[src/rtl/dmaChanRegsPkg.sv]
package dmaChanRegsPkg;

  localparam int SLOTS = 16;

  localparam logic [1:0] SZ_HALF = 2'b01;
  localparam logic [1:0] SZ_WORD = 2'b10;

  localparam logic [1:0] ERR_NONE = 2'd0;
  localparam logic [1:0] ERR_SIZE = 2'd1;
  localparam logic [1:0] ERR_SLOT = 2'd2;

  localparam int CFG_EN_BIT   = 0;
  localparam int IRQ_DONE_BIT = 0;
  localparam int IRQ_ERR_BIT  = 1;
  localparam int IRQ_RUN_BIT  = 3;

  typedef enum logic [3:0] {
    SLOT_NEXT_DESC = 4'd0,
    SLOT_START     = 4'd1,
    SLOT_CFG       = 4'd2,
    SLOT_GAP_A     = 4'd3,
    SLOT_XCNT      = 4'd4,
    SLOT_XMOD      = 4'd5,
    SLOT_YCNT      = 4'd6,
    SLOT_YMOD      = 4'd7,
    SLOT_CUR_DESC  = 4'd8,
    SLOT_CUR_ADDR  = 4'd9,
    SLOT_IRQ       = 4'd10,
    SLOT_PMAP      = 4'd11,
    SLOT_CUR_X     = 4'd12,
    SLOT_GAP_B     = 4'd13,
    SLOT_CUR_Y     = 4'd14,
    SLOT_GAP_C     = 4'd15
  } slotE;

  // Control-to-datapath strobes for one cycle.
  typedef struct packed {
    logic [SLOTS-1:0] wrHot;    // accepted write, one-hot by slot
    logic             wide;     // 32-bit access
    logic             rdEn;     // accepted read
    logic             startCh;  // configuration write with enable set
    logic             stopCh;   // configuration write with enable clear
  } strobeT;

  function automatic logic isReserved(input logic [3:0] s);
    return (s == SLOT_GAP_A) || (s == SLOT_GAP_B) || (s == SLOT_GAP_C);
  endfunction

  function automatic logic isLocked(input logic [3:0] s);
    return !(isReserved(s) || (s == SLOT_CFG) || (s == SLOT_IRQ));
  endfunction

  function automatic logic sizeLegal(input logic [1:0] z);
    return (z == SZ_HALF) || (z == SZ_WORD);
  endfunction

endpackage

[src/rtl/dmaChanRegsCtrl.sv]
module dmaChanRegsCtrl
  import dmaChanRegsPkg::*;
(
  input  logic       clk,
  input  logic       rstN,
  input  logic       busValid,
  input  logic       busWrite,
  input  logic [3:0] busSlot,
  input  logic [1:0] busSize,
  input  logic       enBit,
  input  logic       runFlag,
  output strobeT     stb,
  output logic       respValid,
  output logic       respErr,
  output logic [1:0] respErrCode
);

  logic       sizeOk;
  logic       gapSlot;
  logic       legal;
  logic       wrOk;
  logic [1:0] errNext;

  always_comb begin
    sizeOk  = sizeLegal(busSize);
    gapSlot = isReserved(busSlot);
    legal   = busValid && sizeOk && !gapSlot;
    wrOk    = legal && busWrite && !(runFlag && isLocked(busSlot));
    // A bad size is reported ahead of a reserved slot.
    if (!sizeOk)      errNext = ERR_SIZE;
    else if (gapSlot) errNext = ERR_SLOT;
    else              errNext = ERR_NONE;
  end

  always_comb begin
    stb = '0;
    for (int i = 0; i < SLOTS; i++) begin
      stb.wrHot[i] = wrOk && (busSlot == 4'(i));
    end
    stb.wide    = (busSize == SZ_WORD);
    stb.rdEn    = legal && !busWrite;
    stb.startCh = wrOk && (busSlot == SLOT_CFG) && enBit;
    stb.stopCh  = wrOk && (busSlot == SLOT_CFG) && !enBit;
  end

  always_ff @(posedge clk or negedge rstN) begin
    if (!rstN) begin
      respValid   <= 1'b0;
      respErr     <= 1'b0;
      respErrCode <= ERR_NONE;
    end else begin
      respValid   <= busValid;
      respErr     <= busValid && (errNext != ERR_NONE);
      respErrCode <= busValid ? errNext : ERR_NONE;
    end
  end

endmodule

[src/rtl/dmaChanRegsData.sv]
module dmaChanRegsData
  import dmaChanRegsPkg::*;
#(
  parameter int                    DATA_W       = 32,
  parameter logic [DATA_W/2-1:0]   PMAP_DEFAULT = '0,
  parameter int                    CLASS_BIT    = 6
) (
  input  logic                  clk,
  input  logic                  rstN,
  input  strobeT                stb,
  input  logic [3:0]            busSlot,
  input  logic [DATA_W-1:0]     busWdata,
  input  logic                  engDone,
  input  logic                  engErr,
  input  logic                  engLoad,
  input  logic [DATA_W-1:0]     engCurrDesc,
  input  logic [DATA_W-1:0]     engCurrAddr,
  input  logic [DATA_W/2-1:0]   engCurrX,
  input  logic [DATA_W/2-1:0]   engCurrY,
  output logic [DATA_W-1:0]     respRdata,
  output logic                  chanStart,
  output logic                  chanStop,
  output logic                  runFlag,
  output logic                  doneFlag,
  output logic                  errFlag,
  output logic [DATA_W-1:0]     nextDescOut,
  output logic [DATA_W-1:0]     startAddrOut,
  output logic [DATA_W/2-1:0]   cfgOut,
  output logic [DATA_W/2-1:0]   xCountOut,
  output logic [DATA_W/2-1:0]   xModifyOut,
  output logic [DATA_W/2-1:0]   yCountOut,
  output logic [DATA_W/2-1:0]   yModifyOut,
  output logic [DATA_W/2-1:0]   pmapOut
);

  localparam int HALF_W  = DATA_W / 2;
  localparam int N_WIDE  = 4;
  localparam int N_HALF  = 6;
  localparam logic [3:0] WIDE_SLOT [N_WIDE] = '{4'd0, 4'd1, 4'd8, 4'd9};
  localparam logic [N_WIDE-1:0] WIDE_ENG = 4'b1100;
  localparam logic [3:0] HALF_SLOT [N_HALF] = '{4'd4, 4'd5, 4'd6, 4'd7, 4'd12, 4'd14};
  localparam logic [N_HALF-1:0] HALF_ENG = 6'b110000;
  localparam logic [HALF_W-1:0] CLASS_MASK = {{(HALF_W-1){1'b0}}, 1'b1} << CLASS_BIT;

  logic [DATA_W-1:0] wideVal [N_WIDE];
  logic [HALF_W-1:0] halfVal [N_HALF];
  logic [HALF_W-1:0] cfgQ;
  logic [HALF_W-1:0] pmapQ;
  logic              runQ;
  logic              doneQ;
  logic              errQ;
  logic [DATA_W-1:0] rdVal;

  // Pointer and address slots: 32 bits, half-word writes merge.
  for (genvar g = 0; g < N_WIDE; g++) begin : gWide
    logic [DATA_W-1:0] q;
    logic [DATA_W-1:0] engV;
    assign engV = (g == 3) ? engCurrAddr : engCurrDesc;
    always_ff @(posedge clk or negedge rstN) begin
      if (!rstN) begin
        q <= '0;
      end else if (WIDE_ENG[g] && engLoad) begin
        q <= engV;
      end else if (stb.wrHot[WIDE_SLOT[g]]) begin
        q <= stb.wide ? busWdata : {q[DATA_W-1:HALF_W], busWdata[HALF_W-1:0]};
      end
    end
    assign wideVal[g] = q;
  end

  // Count and stride slots: 16 bits.
  for (genvar g = 0; g < N_HALF; g++) begin : gHalf
    logic [HALF_W-1:0] q;
    logic [HALF_W-1:0] engV;
    assign engV = (g == 5) ? engCurrY : engCurrX;
    always_ff @(posedge clk or negedge rstN) begin
      if (!rstN) begin
        q <= '0;
      end else if (HALF_ENG[g] && engLoad) begin
        q <= engV;
      end else if (stb.wrHot[HALF_SLOT[g]]) begin
        q <= busWdata[HALF_W-1:0];
      end
    end
    assign halfVal[g] = q;
  end

  always_ff @(posedge clk or negedge rstN) begin
    if (!rstN) begin
      cfgQ  <= '0;
      pmapQ <= PMAP_DEFAULT;
    end else begin
      if (stb.wrHot[SLOT_CFG]) cfgQ <= busWdata[HALF_W-1:0];
      if (stb.wrHot[SLOT_PMAP]) begin
        pmapQ <= (busWdata[HALF_W-1:0] & ~CLASS_MASK) | (pmapQ & CLASS_MASK);
      end
    end
  end

  // Run, done and error flags.
  always_ff @(posedge clk or negedge rstN) begin
    if (!rstN) begin
      runQ      <= 1'b0;
      doneQ     <= 1'b0;
      errQ      <= 1'b0;
      chanStart <= 1'b0;
      chanStop  <= 1'b0;
    end else begin
      chanStart <= stb.startCh;
      chanStop  <= stb.stopCh;
      if (stb.startCh)     runQ <= 1'b1;
      else if (stb.stopCh) runQ <= 1'b0;
      else if (engDone)    runQ <= 1'b0;
      if (engDone)                                         doneQ <= 1'b1;
      else if (stb.wrHot[SLOT_IRQ] && busWdata[IRQ_DONE_BIT]) doneQ <= 1'b0;
      if (engErr)                                          errQ <= 1'b1;
      else if (stb.wrHot[SLOT_IRQ] && busWdata[IRQ_ERR_BIT])  errQ <= 1'b0;
    end
  end

  always_comb begin
    rdVal = '0;
    case (busSlot)
      SLOT_NEXT_DESC: rdVal = wideVal[0];
      SLOT_START:     rdVal = wideVal[1];
      SLOT_CUR_DESC:  rdVal = wideVal[2];
      SLOT_CUR_ADDR:  rdVal = wideVal[3];
      SLOT_CFG:       rdVal = {{HALF_W{1'b0}}, cfgQ};
      SLOT_XCNT:      rdVal = {{HALF_W{1'b0}}, halfVal[0]};
      SLOT_XMOD:      rdVal = {{HALF_W{halfVal[1][HALF_W-1]}}, halfVal[1]};
      SLOT_YCNT:      rdVal = {{HALF_W{1'b0}}, halfVal[2]};
      SLOT_YMOD:      rdVal = {{HALF_W{halfVal[3][HALF_W-1]}}, halfVal[3]};
      SLOT_CUR_X:     rdVal = {{HALF_W{1'b0}}, halfVal[4]};
      SLOT_CUR_Y:     rdVal = {{HALF_W{1'b0}}, halfVal[5]};
      SLOT_PMAP:      rdVal = {{HALF_W{1'b0}}, pmapQ};
      SLOT_IRQ: begin
        rdVal[IRQ_DONE_BIT] = doneQ;
        rdVal[IRQ_ERR_BIT]  = errQ;
        rdVal[IRQ_RUN_BIT]  = runQ;
      end
      default:        rdVal = '0;
    endcase
    if (!stb.wide) rdVal[DATA_W-1:HALF_W] = '0;
  end

  always_ff @(posedge clk or negedge rstN) begin
    if (!rstN)          respRdata <= '0;
    else if (stb.rdEn)  respRdata <= rdVal;
    else                respRdata <= '0;
  end

  assign runFlag      = runQ;
  assign doneFlag     = doneQ;
  assign errFlag      = errQ;
  assign nextDescOut  = wideVal[0];
  assign startAddrOut = wideVal[1];
  assign cfgOut       = cfgQ;
  assign xCountOut    = halfVal[0];
  assign xModifyOut   = halfVal[1];
  assign yCountOut    = halfVal[2];
  assign yModifyOut   = halfVal[3];
  assign pmapOut      = pmapQ;

endmodule

[src/rtl/dmaChanRegs.sv]
module dmaChanRegs
  import dmaChanRegsPkg::*;
#(
  parameter int                  DATA_W       = 32,
  parameter logic [DATA_W/2-1:0] PMAP_DEFAULT = 16'h0045,
  parameter int                  CLASS_BIT    = 6
) (
  input  logic                clk,
  input  logic                rstN,
  input  logic                busValid,
  input  logic                busWrite,
  input  logic [3:0]          busSlot,
  input  logic [1:0]          busSize,
  input  logic [DATA_W-1:0]   busWdata,
  output logic                respValid,
  output logic                respErr,
  output logic [1:0]          respErrCode,
  output logic [DATA_W-1:0]   respRdata,
  output logic                chanStart,
  output logic                chanStop,
  output logic                runFlag,
  output logic                doneFlag,
  output logic                errFlag,
  input  logic                engDone,
  input  logic                engErr,
  input  logic                engLoad,
  input  logic [DATA_W-1:0]   engCurrDesc,
  input  logic [DATA_W-1:0]   engCurrAddr,
  input  logic [DATA_W/2-1:0] engCurrX,
  input  logic [DATA_W/2-1:0] engCurrY,
  output logic [DATA_W-1:0]   nextDescOut,
  output logic [DATA_W-1:0]   startAddrOut,
  output logic [DATA_W/2-1:0] cfgOut,
  output logic [DATA_W/2-1:0] xCountOut,
  output logic [DATA_W/2-1:0] xModifyOut,
  output logic [DATA_W/2-1:0] yCountOut,
  output logic [DATA_W/2-1:0] yModifyOut,
  output logic [DATA_W/2-1:0] pmapOut
);

  strobeT stb;

  dmaChanRegsCtrl uCtrl (
    .clk         (clk),
    .rstN        (rstN),
    .busValid    (busValid),
    .busWrite    (busWrite),
    .busSlot     (busSlot),
    .busSize     (busSize),
    .enBit       (busWdata[CFG_EN_BIT]),
    .runFlag     (runFlag),
    .stb         (stb),
    .respValid   (respValid),
    .respErr     (respErr),
    .respErrCode (respErrCode)
  );

  dmaChanRegsData #(
    .DATA_W       (DATA_W),
    .PMAP_DEFAULT (PMAP_DEFAULT),
    .CLASS_BIT    (CLASS_BIT)
  ) uData (
    .clk          (clk),
    .rstN         (rstN),
    .stb          (stb),
    .busSlot      (busSlot),
    .busWdata     (busWdata),
    .engDone      (engDone),
    .engErr       (engErr),
    .engLoad      (engLoad),
    .engCurrDesc  (engCurrDesc),
    .engCurrAddr  (engCurrAddr),
    .engCurrX     (engCurrX),
    .engCurrY     (engCurrY),
    .respRdata    (respRdata),
    .chanStart    (chanStart),
    .chanStop     (chanStop),
    .runFlag      (runFlag),
    .doneFlag     (doneFlag),
    .errFlag      (errFlag),
    .nextDescOut  (nextDescOut),
    .startAddrOut (startAddrOut),
    .cfgOut       (cfgOut),
    .xCountOut    (xCountOut),
    .xModifyOut   (xModifyOut),
    .yCountOut    (yCountOut),
    .yModifyOut   (yModifyOut),
    .pmapOut      (pmapOut)
  );

endmodule

[config.mk]
export PLATFORM = sky130hd
export DESIGN_NAME = dmaChanRegs
export DESIGN_NICKNAME = d
export VERILOG_FILES = /design/src/rtl/dmaChanRegsPkg.sv /design/src/rtl/dmaChanRegsCtrl.sv /design/src/rtl/dmaChanRegsData.sv /design/src/rtl/dmaChanRegs.sv
export SDC_FILE = /design/constraint.sdc
export NUM_CORES = 1
export LEC_CHECK = 0
export BUFFER_PORTS_ARGS = -buffer_cell sky130_fd_sc_hd__buf_2
export CORE_ASPECT_RATIO = 0.7
export CORE_MARGIN = 1
export CORE_UTILIZATION = 40
export CTS_BUF_LIST = sky130_fd_sc_hd__clkbuf_4 sky130_fd_sc_hd__clkbuf_8
export DETAILED_ROUTE_END_ITERATION = 8
export HOLD_SLACK_MARGIN = 0.15
export PLACE_DENSITY = 0.65
export SYNTH_ARGS = -nofsm -noshare
export SYNTH_HDL_FRONTEND = slang
export SYNTH_SLANG_ARGS = --single-unit
[constraint.sdc]
create_clock -name clk -period 2.8 [get_ports clk]
set_clock_uncertainty 0.05 [all_clocks]
set_input_delay 0.42 -clock clk [delete_from_list [all_inputs] [get_ports clk]]
set_output_delay 0.42 -clock clk [all_outputs]
set_load 0.05 [all_outputs]
==> results.json <==
{
  "status": "finished, final reports clean",
  "globalplace.congestion": 0.942,
  "crit_arrival_ns": 2.55,
  "cp_max_fo": 16,
  "synth_warnings": 0,
  "relSlewSlack_pct": 39.3,
  "io_pins": 342,
  "fmax_mhz": 467,
  "finalCritPeriodShare_pct": 76.5,
  "rsz0062_at_grt": "false",
  "period_minus_slack_ns": 2.14,
  "finalSetupTns_ns": 0,
  "drt-initial-drc-count": 1398,
  "final_area_um2": 18600,
  "p_clk_share_pct": 33.3,
  "drv_cap": 0,
  "antenna_found_initial": 4,
  "total_power_mw": 12.0,
  "r2r_end": "uData.gWide[3].q[20]$_DFFE_PN0P_",
  "start_util_pct": 41.2,
  "rrSetupSlack_ns": 0.66,
  "cp-end-kind": "flop",
  "die-area_um2": 35700,
  "routed_wl_mm": 54.7,
  "final_util_pct": 54.7,
  "core-area_um2": 34000,
  "grt_max_degree": 161,
  "layout_commonest_cell": "buf_2",
  "seq_area_frac_synth_pct": 53.0,
  "p_sw_mw": 4.19,
  "drc": 0,
  "vias_per_cell": 5.80,
  "grt_pass1_vias": 11900,
  "async_flop_share_pct": 100,
  "switching_share_pct": 34.8,
  "synthFlopType": "dfrtp_1",
  "hp-start": "engCurrAddr[29]",
  "clock-root-buffer": "clkbuf_8",
  "cts_buffers": 48,
  "die-width_um": 226,
  "grt-ovfl-total": 0,
  "clock_sinks": 296,
  "drtPass1Iterations": 5,
  "critPathKind": "reg2reg",
  "netlist_area_um2": 14000,
  "reg2reg_depth": 4,
  "hold_end": "uData.gWide[3].q[29]$_DFFE_PN0P_",
  "portBuffers": 340,
  "placed_cell_area_um2": 16400,
  "ys_ff_latch": 296,
  "fin_ws_ns": 0.657,
  "fill_cells": 2942,
  "start_kind": "flop",
  "pwr-share-seq_pct": 42.6,
  "drive_gt1_share_pct": 42.5,
  "peakVddDrop_uv": 291,
  "grt_pass1_wl_mm": 79.2,
  "synth_nets": 1291,
  "area_delta_synth_final_pct": 33.0,
  "drv_slew": 0,
  "synth-edff-count": 0,
  "h-tree-depth": 2,
  "min_path_cells": 3,
  "num_vias": 12300,
  "worst_pin_slew_ns": 0.909,
  "p_int_mw": 7.86,
  "pre_cts_slack_ns": 0.268,
  "mostFrequentLayoutCells": "338 x buf_2, 294 x dfrtp_1, 151 x mux2_2, 115 x dlygate4sd3_1, 82 x nand2_1",
  "route.detailed.wl_per_inst_um": 25.9,
  "dp_hpwl_mm": 39.0,
  "cts_tree": "done",
  "clkTransAtPathRegs_ns": 0.06,
  "avgSynthCellArea_um2": 12.2,
  "netlist_instances": 1149,
  "powerDensity_nw_per_um2": 648,
  "clock_latency_ns": 0.63,
  "ant_nets": 0,
  "layout.nets": 1758,
  "ys_types": 68,
  "rr_startpoint": "uData.runFlag$_DFFE_PN0P_",
  "p_leak_nw": 9.30,
  "dieHeight_um": 158,
  "combPwrFrac_pct": 24.2,
  "clockBufferDepth": 3,
  "setup_viol": 0,
  "std_cell_rows": 56,
  "hold_class": "in2reg",
  "track_usage_pct": 30.5,
  "hold_viol_final": 0,
  "worstPathRequired_ns": 3.21
}
routing by layer:
layer | vias to the layer above | global-route usage (%) | share of wire (%)
li1 | 5220 | - | -
met1 | 6256 | 45.0 | 45
met2 | 699 | 41.6 | 41
met3 | 88 | 10.4 | 12
met4 | 0 | 9.04 | 2.7
met5 | - | 0 | 0
synth_stat cells (4+ instances only):
cell / number / share of area (%)
dfrtp_1: 294 / 53
mux2_2: 151 / 12
nand2_1: 82 / 2.2
o21ai_0: 72 / 2.6
mux2i_1: 70 / 5.0
clkbuf_1: 56 / 1.5
a22oi_1: 50 / 2.7
buf_2: 39 / 1.4
nand2b_1: 33 / 1.5
a31oi_1: 32 / 1.4
o221a_2: 29 / 2.3
a22o_1: 18 / 1.1
mux2_1: 15 / 1.2
nand3_1: 15 / 0.54
a32oi_1: 12 / 0.75
nor2b_1: 12 / 0.54
a32o_1: 11 / 0.79
mux2_4: 10 / 1.1
nor2_1: 10 / 0.27
and2_1: 9 / 0.40
and3_1: 9 / 0.40
buf_4: 9 / 0.48
nand3b_1: 8 / 0.43
nor3b_1: 8 / 0.43
a21o_1: 7 / 0.38
a221oi_1: 5 / 0.31
and3b_1: 5 / 0.31
inv_1: 5 / 0.13
a21oi_1: 4 / 0.14
mux4_2: 4 / 0.64
o2bb2ai_1: 4 / 0.25
timing repair:
action	in CTS	in global routing
resized for setup	0	0
hold buffers	115	0
setup buffers	0	0
endpoints found under the hold margin	378	0
registers in the layout, indices dropped and copies added, names as in the netlist, 32 cells and up:
| name | count |
|---|---|
| uData.respRdata | 32 |
| uData.gHalf.q | 32 |
| uData.startAddrOut | 32 |
| uData.gWide.q | 64 |
| uData.nextDescOut | 32 |
cell type report:
type | count | area [um^2] | area share (%)
Multi-Input combinational cell | 738 | 6050 | 32.5
Inverter | 6 | 22.5 | 0.121
Clock inverter | 5 | 65.1 | 0.350
Tap cell | 464 | 581 | 3.12
Timing Repair Buffer | 526 | 3520 | 18.9
Antenna cell | 1 | 2.50 | 0.0135
Sequential cell | 296 | 7410 | 39.8
Clock buffer | 77 | 947 | 5.09
logic make-up after synthesis:
logic type / synth area share, %
AO/OA/AOI/OAI: 14.4
XOR/XNOR: 0.0626
adder cells (fa/ha/maj): 0.0894
buffers and inverters: 3.78
flip-flops: 53.0
multiplexers: 20.1
other: 0.0268
AND/OR/NAND/NOR: 8.60
stage by stage:
stage,hold slack (ns),std cells
2_1_floorplan,0.0744,1149
3_3_place_gp,0.303,1915
3_5_place_dp,0.305,1915
4_1_cts,0.157,2112
5_1_grt,0.185,2113
6_report,0.175,2113
power by group through the flow:
stage / sequential, mW / combinational [mW] / clock [mW]
after floorplan: 6.12 / 0.769 / 0
after global placement: 5.16 / 2.74 / 0
after detailed placement: 5.18 / 2.77 / 0
after CTS: 5.10 / 2.90 / 4.06
after global routing: 5.16 / 3.05 / 4.24
final: 5.13 / 2.91 / 4.01
critical path, stage by stage (launching register included):
cell	delay [ns]
dfrtp_1	0.47
and4bb_1	0.37
nand2_1	0.09
or3_1	0.68
o221a_2	0.37
worst max-delay path by stage:
| stage | start | end | slack (ns) | cells after the start |
|---|---|---|---|---|
| after detailed placement | busSize[0] | uData.gWide[3].q[29]$_DFFE_PN0P_ | 0.27 | 7 |
| after floorplan | busSize[0] | uData.startAddrOut[6]$_DFFE_PN0P_ | 0.44 | 9 |
| final | uData.runFlag$_DFFE_PN0P_ | uData.gWide[3].q[20]$_DFFE_PN0P_ | 0.66 | 4 |
| after global routing | uData.runFlag$_DFFE_PN0P_ | uData.gWide[3].q[16]$_DFFE_PN0P_ | 0.59 | 4 |
| after CTS | uData.runFlag$_DFFE_PN0P_ | uData.gWide[3].q[19]$_DFFE_PN0P_ | 0.68 | 4 |
| after global placement | busSize[0] | uData.gWide[2].q[26]$_DFFE_PN0P_ | 0.30 | 7 |
Note: power is estimated with default switching activity, not from simulation.
